## src/rtl/ts_pkg.sv

```systemverilog
package ts_pkg;
  typedef enum logic [1:0] {
    SEL_SEC = 2'd0,
    SEL_CFG = 2'd1,
    SEL_OFF = 2'd2,
    SEL_NONE = 2'd3
  } wr_sel_e;

  localparam int CFG_LOCK_BIT   = 7;
  localparam int CFG_UNLOCK_BIT = 6;
  localparam int CFG_REP_BIT    = 0;
endpackage

```

## src/rtl/ts_subsec_ctr.sv

```systemverilog
module ts_subsec_ctr #(
  parameter int SUB_W   = 16,
  parameter int SUB_MAX = 31249
) (
  input  logic             clk_i,
  input  logic             rst_ni,
  input  logic             tick_i,
  input  logic             clr_i,
  output logic [SUB_W-1:0] sub_o,
  output logic             wrap_o
);
  localparam logic [SUB_W-1:0] MaxVal = SUB_W'(SUB_MAX);

  logic [SUB_W-1:0] sub_q;
  logic             at_max;

  assign at_max = (sub_q == MaxVal);
  assign wrap_o = tick_i & at_max & ~clr_i;
  assign sub_o  = sub_q;

  always_ff @(posedge clk_i or negedge rst_ni) begin
    if (!rst_ni)      sub_q <= '0;
    else if (clr_i)   sub_q <= '0;
    else if (tick_i)  sub_q <= at_max ? '0 : sub_q + 1'b1;
  end

  a_r1_sub_range: assert property (@(posedge clk_i) disable iff (!rst_ni)
    sub_q <= MaxVal);
  a_r1_wrap_to_zero: assert property (@(posedge clk_i) disable iff (!rst_ni)
    wrap_o |=> (sub_q == '0));
  a_r1_step: assert property (@(posedge clk_i) disable iff (!rst_ni)
    (tick_i && !clr_i && !at_max) |=> (sub_q == $past(sub_q) + 1'b1));
endmodule

```

## src/rtl/ts_lock_ctl.sv

```systemverilog
module ts_lock_ctl (
  input  logic clk_i,
  input  logic rst_ni,
  input  logic lock_req_i,
  input  logic unlock_req_i,
  output logic locked_o
);
  logic locked_q;

  always_ff @(posedge clk_i or negedge rst_ni) begin
    if (!rst_ni)           locked_q <= 1'b0;
    else if (lock_req_i)   locked_q <= 1'b1;
    else if (unlock_req_i) locked_q <= 1'b0;
  end

  assign locked_o = locked_q;

  a_r3_lock_wins: assert property (@(posedge clk_i) disable iff (!rst_ni)
    lock_req_i |=> locked_q);
  a_r3_unlock: assert property (@(posedge clk_i) disable iff (!rst_ni)
    (unlock_req_i && !lock_req_i) |=> !locked_q);
  a_r3_hold: assert property (@(posedge clk_i) disable iff (!rst_ni)
    (!unlock_req_i && !lock_req_i) |=> $stable(locked_q));
endmodule

```

## src/rtl/ts_offset_fold.sv

```systemverilog
module ts_offset_fold #(
  parameter int SEC_W     = 32,
  parameter int SUB_W     = 16,
  parameter int OFF_W     = 8,
  parameter int SUB_MAX   = 31249,
  parameter int OFF_NUM   = 125,
  parameter int OFF_SHIFT = 3
) (
  input  logic [SEC_W-1:0] sec_i,
  input  logic [SUB_W-1:0] sub_i,
  input  logic [OFF_W-1:0] off_i,
  output logic [SEC_W-1:0] sec_o,
  output logic [SUB_W-1:0] sub_o
);
  localparam int PROD_W = OFF_W + 8;
  localparam logic [PROD_W-1:0] Half   = PROD_W'(1 << (OFF_SHIFT - 1));
  localparam logic [SUB_W:0]    Modulo = (SUB_W+1)'(SUB_MAX + 1);

  logic [PROD_W-1:0] prod;
  logic [SUB_W-1:0]  off_units;
  logic [SUB_W:0]    sum;
  logic              carry;

  // 500 us step = 15.625 units of 32 us; round to nearest
  assign prod      = PROD_W'(off_i) * PROD_W'(OFF_NUM) + Half;
  assign off_units = SUB_W'(prod >> OFF_SHIFT);
  assign sum       = {1'b0, sub_i} + {1'b0, off_units};
  assign carry     = (sum >= Modulo);
  assign sub_o     = carry ? SUB_W'(sum - Modulo) : SUB_W'(sum);
  assign sec_o     = sec_i + SEC_W'(carry);
endmodule

```

## src/rtl/ts_keeper.sv

```systemverilog
module ts_keeper #(
  parameter int SEC_W   = 32,
  parameter int SUB_W   = 16,
  parameter int OFF_W   = 8,
  parameter int DATA_W  = 32,
  parameter int SUB_MAX = 31249
) (
  input  logic              clk_i,
  input  logic              rst_ni,
  input  logic              tick_i,
  input  logic              wr_en_i,
  input  logic [1:0]        wr_sel_i,
  input  logic [DATA_W-1:0] wr_data_i,
  input  logic              hb_en_i,
  output logic [SEC_W-1:0]  sec_o,
  output logic [SUB_W-1:0]  sub_o,
  output logic              locked_o,
  output logic              unlocked_o,
  output logic              hb_o,
  output logic [SEC_W-1:0]  hb_sec_o
);
  import ts_pkg::*;

  logic [SEC_W-1:0] sec_q;
  logic [OFF_W-1:0] off_q;
  logic [SUB_W-1:0] sub_raw;
  logic             wrap;
  logic             locked;
  logic             we_sec, we_cfg, we_off, load_ok;
  logic             hb_q;
  logic [SEC_W-1:0] hb_sec_q;

  assign we_sec  = wr_en_i && (wr_sel_e'(wr_sel_i) == SEL_SEC);
  assign we_cfg  = wr_en_i && (wr_sel_e'(wr_sel_i) == SEL_CFG);
  assign we_off  = wr_en_i && (wr_sel_e'(wr_sel_i) == SEL_OFF);
  assign load_ok = we_sec && !locked;

  ts_subsec_ctr #(.SUB_W(SUB_W), .SUB_MAX(SUB_MAX)) i_sub (
    .clk_i  (clk_i),
    .rst_ni (rst_ni),
    .tick_i (tick_i),
    .clr_i  (load_ok),
    .sub_o  (sub_raw),
    .wrap_o (wrap)
  );

  ts_lock_ctl i_lock (
    .clk_i        (clk_i),
    .rst_ni       (rst_ni),
    .lock_req_i   (we_cfg && wr_data_i[CFG_LOCK_BIT]),
    .unlock_req_i (we_cfg && (wr_data_i[CFG_UNLOCK_BIT] || wr_data_i[CFG_REP_BIT])),
    .locked_o     (locked)
  );

  always_ff @(posedge clk_i or negedge rst_ni) begin
    if (!rst_ni)      sec_q <= '0;
    else if (load_ok) sec_q <= SEC_W'(wr_data_i);
    else if (wrap)    sec_q <= sec_q + 1'b1;
  end

  always_ff @(posedge clk_i or negedge rst_ni) begin
    if (!rst_ni)     off_q <= '0;
    else if (we_off) off_q <= wr_data_i[OFF_W-1:0];
  end

  always_ff @(posedge clk_i or negedge rst_ni) begin
    if (!rst_ni) begin
      hb_q     <= 1'b0;
      hb_sec_q <= '0;
    end else begin
      hb_q <= wrap && hb_en_i;
      if (wrap && hb_en_i) hb_sec_q <= sec_q + 1'b1;
    end
  end

  ts_offset_fold #(
    .SEC_W(SEC_W), .SUB_W(SUB_W), .OFF_W(OFF_W), .SUB_MAX(SUB_MAX)
  ) i_fold (
    .sec_i (sec_q),
    .sub_i (sub_raw),
    .off_i (off_q),
    .sec_o (sec_o),
    .sub_o (sub_o)
  );

  assign locked_o   = locked;
  assign unlocked_o = !locked;
  assign hb_o       = hb_q;
  assign hb_sec_o   = hb_sec_q;

  a_r4_load: assert property (@(posedge clk_i) disable iff (!rst_ni)
    load_ok |=> (sec_q == $past(SEC_W'(wr_data_i)) && sub_raw == '0));
  a_r5_reject: assert property (@(posedge clk_i) disable iff (!rst_ni)
    (we_sec && locked && !tick_i) |=> ($stable(sec_q) && $stable(sub_raw)));
  a_r6_sub_bound: assert property (@(posedge clk_i) disable iff (!rst_ni)
    sub_o <= SUB_W'(SUB_MAX));
  a_r7_hb_value: assert property (@(posedge clk_i) disable iff (!rst_ni)
    hb_o |-> (hb_sec_o == sec_q));
  a_r7_hb_single: assert property (@(posedge clk_i) disable iff (!rst_ni)
    hb_o |=> !hb_o);
  a_r8_load_wins: assert property (@(posedge clk_i) disable iff (!rst_ni)
    (load_ok && tick_i) |=> (!hb_o && sub_raw == '0));
endmodule

```

## config.mk

```make
export PLATFORM = sky130hd
export DESIGN_NAME = ts_keeper
export DESIGN_NICKNAME = d
export VERILOG_FILES = /design/src/rtl/ts_pkg.sv /design/src/rtl/ts_subsec_ctr.sv /design/src/rtl/ts_lock_ctl.sv /design/src/rtl/ts_offset_fold.sv /design/src/rtl/ts_keeper.sv
export SDC_FILE = /design/constraint.sdc
export NUM_CORES = 1
export LEC_CHECK = 0
export ABC_AREA = 1
export CORE_ASPECT_RATIO = 1.1
export CORE_UTILIZATION = 35
export DETAILED_ROUTE_END_ITERATION = 10
export DONT_BUFFER_PORTS = 1
export HOLD_SLACK_MARGIN = 0.08
export PLACE_DENSITY = 0.57
export SLEW_MARGIN = 5
export SYNTH_ARGS = -nofsm -noshare
export SYNTH_HDL_FRONTEND = slang
export SYNTH_HIERARCHICAL = 1
export SYNTH_SLANG_ARGS = --single-unit
```

## constraint.sdc

```tcl
create_clock -name clk_i -period 19.7 [get_ports clk_i]
set_input_delay 5.91 -clock clk_i [delete_from_list [all_inputs] [get_ports clk_i]]
set_output_delay 5.91 -clock clk_i [all_outputs]
set_load 0.01 [all_outputs]
```

* Yosys cells after proc, flatten, opt, wreduce, memory -nomap -nowiden
Cells that the tools add are included.
Cells by class: divide/modulo/power cells 0, reduce and logical (&&, ||, !) cells 13, shift operators 0, eq/ne operators 3, $mul 1, add/subtract/negate cells 6, multiplexer cells 8, order comparisons 1, bitwise logic cells 3
Operators by type and width (count):
- two-way mux 16 bit | 4
- two-way mux 32 bit | 2
- adder 32 x 1 -> 32 bit | 1
- adder 32 x 1 -> 32 bit (second input constant) | 1
- adder 16 x 13 -> 17 bit | 1
- greater-or-equal comparator 17 x 15 -> 1 bit (second input constant) | 1
- adder 15 x 3 -> 16 bit (second input constant) | 1
- adder 16 x 1 -> 16 bit (second input constant) | 1
- == test 16 x 15 -> 1 bit (second input constant) | 1
- subtractor 16 x 15 -> 16 bit (second input constant) | 1
- multiplier 8 x 7 -> 15 bit (second input constant) | 1
- logical AND 1 bit | 7
- nonzero test 2 bit | 3
- bitwise AND 1 bit | 2
- == test 2 x 1 -> 1 bit (second input constant) | 1
- == test 2 bit (second input constant) | 1
- zero test 2 bit | 1
- two-way mux 1 bit | 2
- zero test 1 bit | 1
- logical OR 1 bit | 1
- NOT 1 bit | 1
Storage, ports and cells: RAM bits 0, register bits 90, ROM bits 0, input port bits 39, word-level logic and storage cells 41, bits in latches 0, memories kept 0

* Longest topological paths before layout
depth after elaboration 7, gate-level depth with buffers 44, mapped depth without buffers 43

* Cells and area by module
The synthesis kept the hierarchy.
Modules (own cells, without submodules):
- ts_keeper | instances 1, area each 3931.3 sq um, cells each 522, seq. area each 1826.8 sq um
- ts_offset_fold | instances 1, area each 3639.7 sq um, cells each 583, seq. area each 0.0 sq um
- ts_subsec_ctr | instances 1, area each 1112.3 sq um, cells each 170, seq. area each 400.4 sq um
- ts_lock_ctl | instances 1, area each 40.0 sq um, cells each 5, seq. area each 25.0 sq um

* Least setup slack after synthesis
Ideal clock, no wire load.
kind register to output, from reg off_q[1], to out sec_o[30], path slack 6.848 ns, stages on the path, launching flop included 40, arrival 6.942 ns, required time 13.790 ns, path buffers 1, path through dfrtp_1 fa_1 inv_1 fa_1 fa_1 fa_1 inv_1 ha_1 a21oi_1 o21ai_0 a21oi_1 o21ai_0 a21oi_1 xor2_1 ha_1 nand2_1 nand2_1 nand3_1 [... 4 more ...] nand2_2 nor2_8 nand2_4 nand3_4 buf_6 ha_1 ha_1 nand3_1 nor2_2 nand2_1 nor2_1 nand3_1 nor2_2 inv_2 nor2_2 nand4_1 nor2_1 xor2_1
Between the ends: word-level cells in the longest chain between the ends 5
Ends and longest elaborated chain:
- from (decl) | RTL line ts_keeper.sv:25 | logic [OFF_W-1:0] off_q;
- from (signal assigned) | RTL line ts_keeper.sv:63 | else if (we_off) off_q <= wr_data_i[OFF_W-1:0];
- multiplier 8 x 7 -> 15 bit | RTL line ts_offset_fold.sv:25 | assign prod = PROD_W'(off_i) * PROD_W'(OFF_NUM) + Half;
- adder 15 x 3 -> 16 bit | RTL line ts_offset_fold.sv:25
- adder 16 x 13 -> 17 bit | RTL line ts_offset_fold.sv:27 | assign sum = {1'b0, sub_i} + {1'b0, off_units};
- greater-or-equal comparator 17 x 15 -> 1 bit | RTL line ts_offset_fold.sv:28 | assign carry = (sum >= Modulo);
- adder 32 x 1 -> 32 bit | RTL line ts_offset_fold.sv:30 | assign sec_o = sec_i + SEC_W'(carry);
- to (decl) | RTL line ts_keeper.sv:15 | output logic [SEC_W-1:0] sec_o,
No other way between the ends.

* Final worst setup path
from reg off_q[2], to out sec_o[30]
The elaborated chain is that of the path after synthesis.

==> results.py <==
metrics = {
    "floorplanning": {
        "io_pins": 122,
        "core-area_um2": 24500,
        "row_count": 60,
        "die_area_um2": 25600,
        "die_x_um": 153,
        "die_y_um": 168,
        "start_util_pct": 35.6,
    },
    "global_route": {
        "grt_max_degree": 91,
        "antenna_found_initial": 1,
        "grt_pass1_vias": 7872,
        "grt_pass1_wl_mm": 39.0,
        "grt_use_met3_pct": 3.80,
        "grt.busiest_layer": "met2",
        "track_usage_pct": 18.8,
        "grt_use_met1_pct": 22.5,
        "use_met2_pct": 33.5,
        "grt-ovfl-total": 0,
    },
    "worst_setup_path": {
        "worstSetupEndpointType": "output port",
        "slowest_stage": "fa_1",
        "crit_buf_inv": 5,
        "required_ps": 13790,
        "r2r_start": "i_lock/locked_o$_DFFE_PN0P_",
        "crit_fanout": 16,
        "crit_type": "flop to output port",
        "slowest_delay_ps": 540,
        "path_delay_family": "adder cells",
        "cp_data_arrival_time_ps": 8160,
        "startpoint": "off_q[2]$_DFFE_PN0P_",
        "start_kind": "flop",
    },
    "clocking": {
        "post_cts_buffers": 0,
        "clk_path_buf_depth": 2,
        "cts_root_buf": "clkbuf_16",
        "htreeDepth": 3,
        "ctsResizeCount": 0,
        "cts-hold-fix-buffers": 0,
        "clk_transition_reported_paths_ps": 70,
        "clk_latency_ps": 340,
        "clock_sinks": 90,
        "cts_buffers": 9,
        "cts_tree": "built",
    },
    "layout": {
        "drive_gt1_share_pct": 7.68,
        "layout_commonest_cell": "nand2_1",
        "area_growth_pct": 6.86,
        "layout_common_cells": "441 x nand2_1, 172 x inv_1, 95 x nor2_1, 95 x nand3_1, 90 x dfrtp_1",
        "nets": 1393,
        "fill_cells": 2678,
    },
    "sta": {
        "finalCriticalPeriod_ps": 14070,
        "slew_violations": 0,
        "fin_crit_sh_pct": 71.4,
        "fin_skew_ps": 5.90,
        "max_clock_freq_mhz": 71.1,
        "slew-limit-headroom_pct": 51.3,
        "hold_viol": 0,
        "setup_violations": 0,
        "worst_pin_slew_ps": 729,
        "setup_tns_ps": 0,
        "rsz0062_at_grt": "false",
    },
    "synth": {
        "synth_compound_area_share_pct": 6.37,
        "ys_seq_area_share_pct": 25.8,
        "yosys_register_bits": 90,
        "synthCells": 1280,
        "synth_fa_ha_area_share_pct": 13.6,
        "synth_area_leaders": "dfrtp_1 26%, nand2_1 19%, ha_1 8.7%",
        "synth_cell_type_count": 47,
        "syn_area_um2": 8720,
        "syn_nets": 1401,
        "synth-main-ff-cell": "dfrtp_1",
        "yosysTopAreaCellShare_pct": 25.8,
        "syn_avg_cell_area_um2": 6.82,
        "synth_area_leader_cell": "dfrtp_1",
        "async_reset_ff_share_pct": 100,
        "synth_warnings": 6,
        "synth-xor-area-share_pct": 6.80,
        "synthMuxAreaShare_pct": 0.387,
        "synthSimpleGateAreaFrac_pct": 38.0,
        "synth_edf_count": 0,
        "synth_top_family_by_area": "simple AND/OR/NAND/NOR gates",
    },
    "placement": {
        "port_buffers": 0,
        "gp_congestion": 0.901,
        "place_hpwl_mm": 18.2,
    },
    "min_path": {
        "min_from": "hb_sec_o[31]$_DFFE_PN0P_",
        "hold_class": "flop to flop",
    },
    "route": {
        "drtPass1Iterations": 8,
        "wl_per_cell_um": 14.5,
        "wirelength_mm": 23.1,
        "via_per_inst": 4.89,
        "drc": 10,
        "num_vias": 7756,
        "drt-initial-drc-count": 419,
        "ant_nets": 0,
    },
    "job": {
        "maxCapViolCount": 0,
    },
    "run_status": {
        "status": "finished, violations left",
        "failed_checks": "DRC",
    },
}
-- layout make-up --
| class | count | area, um^2 | share of cell area (%) |
|---|---|---|---|
| Clock inverter | 5 | 62.6 | 0.671 |
| Inverter | 183 | 687 | 7.37 |
| Sequential cell | 90 | 2250 | 24.2 |
| Clock buffer | 10 | 239 | 2.56 |
| Antenna cell | 1 | 2.50 | 0.0268 |
| Multi-Input combinational cell | 987 | 5680 | 61.0 |
| Tap cell | 310 | 388 | 4.16 |
| Timing Repair Buffer | 1 | 7.51 | 0.0805 |
-- cell families (layout without fill, tap and decap cells) --
family / Yosys count / in the layout
mux: 3 / 3
other cells: 0 / 1
simple gates: 743 / 743
compound gates: 93 / 93
flops: 90 / 90
fa+ha+maj: 82 / 82
xor+xnor: 66 / 66
buf+inv: 203 / 199
-- through the flow --
step	instances	util, %	setup WS [ps]	hold slack [ps]	cell area, um^2
finish	1587	38.1	5630	554	9320
global route	1586	38.1	5020	576	9320
CTS	1586	38.1	5630	557	9320
detailed placement	1571	36.8	6030	534	9020
global placement	1571	36.8	6170	533	9020
floorplan	1280	-	6850	493	8720
-- cells in the mapped netlist, drive strengths merged (2+ instances only) --
master and n:
o31ai 2, clkbuf 6, nand2 469, xnor2 17, mux2 3, buf 14
o21bai 6, nor3 12, xor2 49, inv 183, nand3b 9, and2 4
nand4 26, a21boi 3, ha 61, o211ai 5, nor2 121, o21ai 47
a21oi 22, fa 21, dfrtp 90, a31oi 3, nand3 98, o221ai 4
-- routing by layer --
layer  part of all wire, %  vias up
met2                    48      189
met5                     0        -
met1                    44     3539
li1                      -     4003
met4                   2.0        0
met3                   5.8       25
-- worst reg2reg max path, cell delays in order (launching register included) --
cell	delay, ps
dfrtp_1	410
inv_1	120
nand3_2	230
inv_2	310
nor3_1	460
nand2_1	400
inv_1	680
nand3_1	190
nand3_1	110
-- flip-flops by register name, indices dropped and copies added, names as in the netlist --
register and cells:
off_q 8, hb_o 1, hb_sec_o 32, i_lock/locked_o 1, sec_q 32, i_sub/sub_o 16
-- worst paths after layout --
check / to / slack (ps) / depth (start not counted)
worst min-delay path: hb_sec_o[31]$_DFFE_PN0P_ / 550 / 2
max in group asynchronous: sec_q[1]$_DFFE_PN0P_ / 14240 / 0
min in group asynchronous: sec_q[20]$_DFFE_PN0P_ / 5260 / 0
worst max register to register: sec_q[19]$_DFFE_PN0P_ / 16740 / 8
worst min register to register: hb_sec_o[31]$_DFFE_PN0P_ / 550 / 2
worst max-delay path: sec_o[30] / 5630 / 38
Power is left out: the tool's default activity adds up to more than one toggle a clock period on the data nets, which glitch-free logic cannot reach.
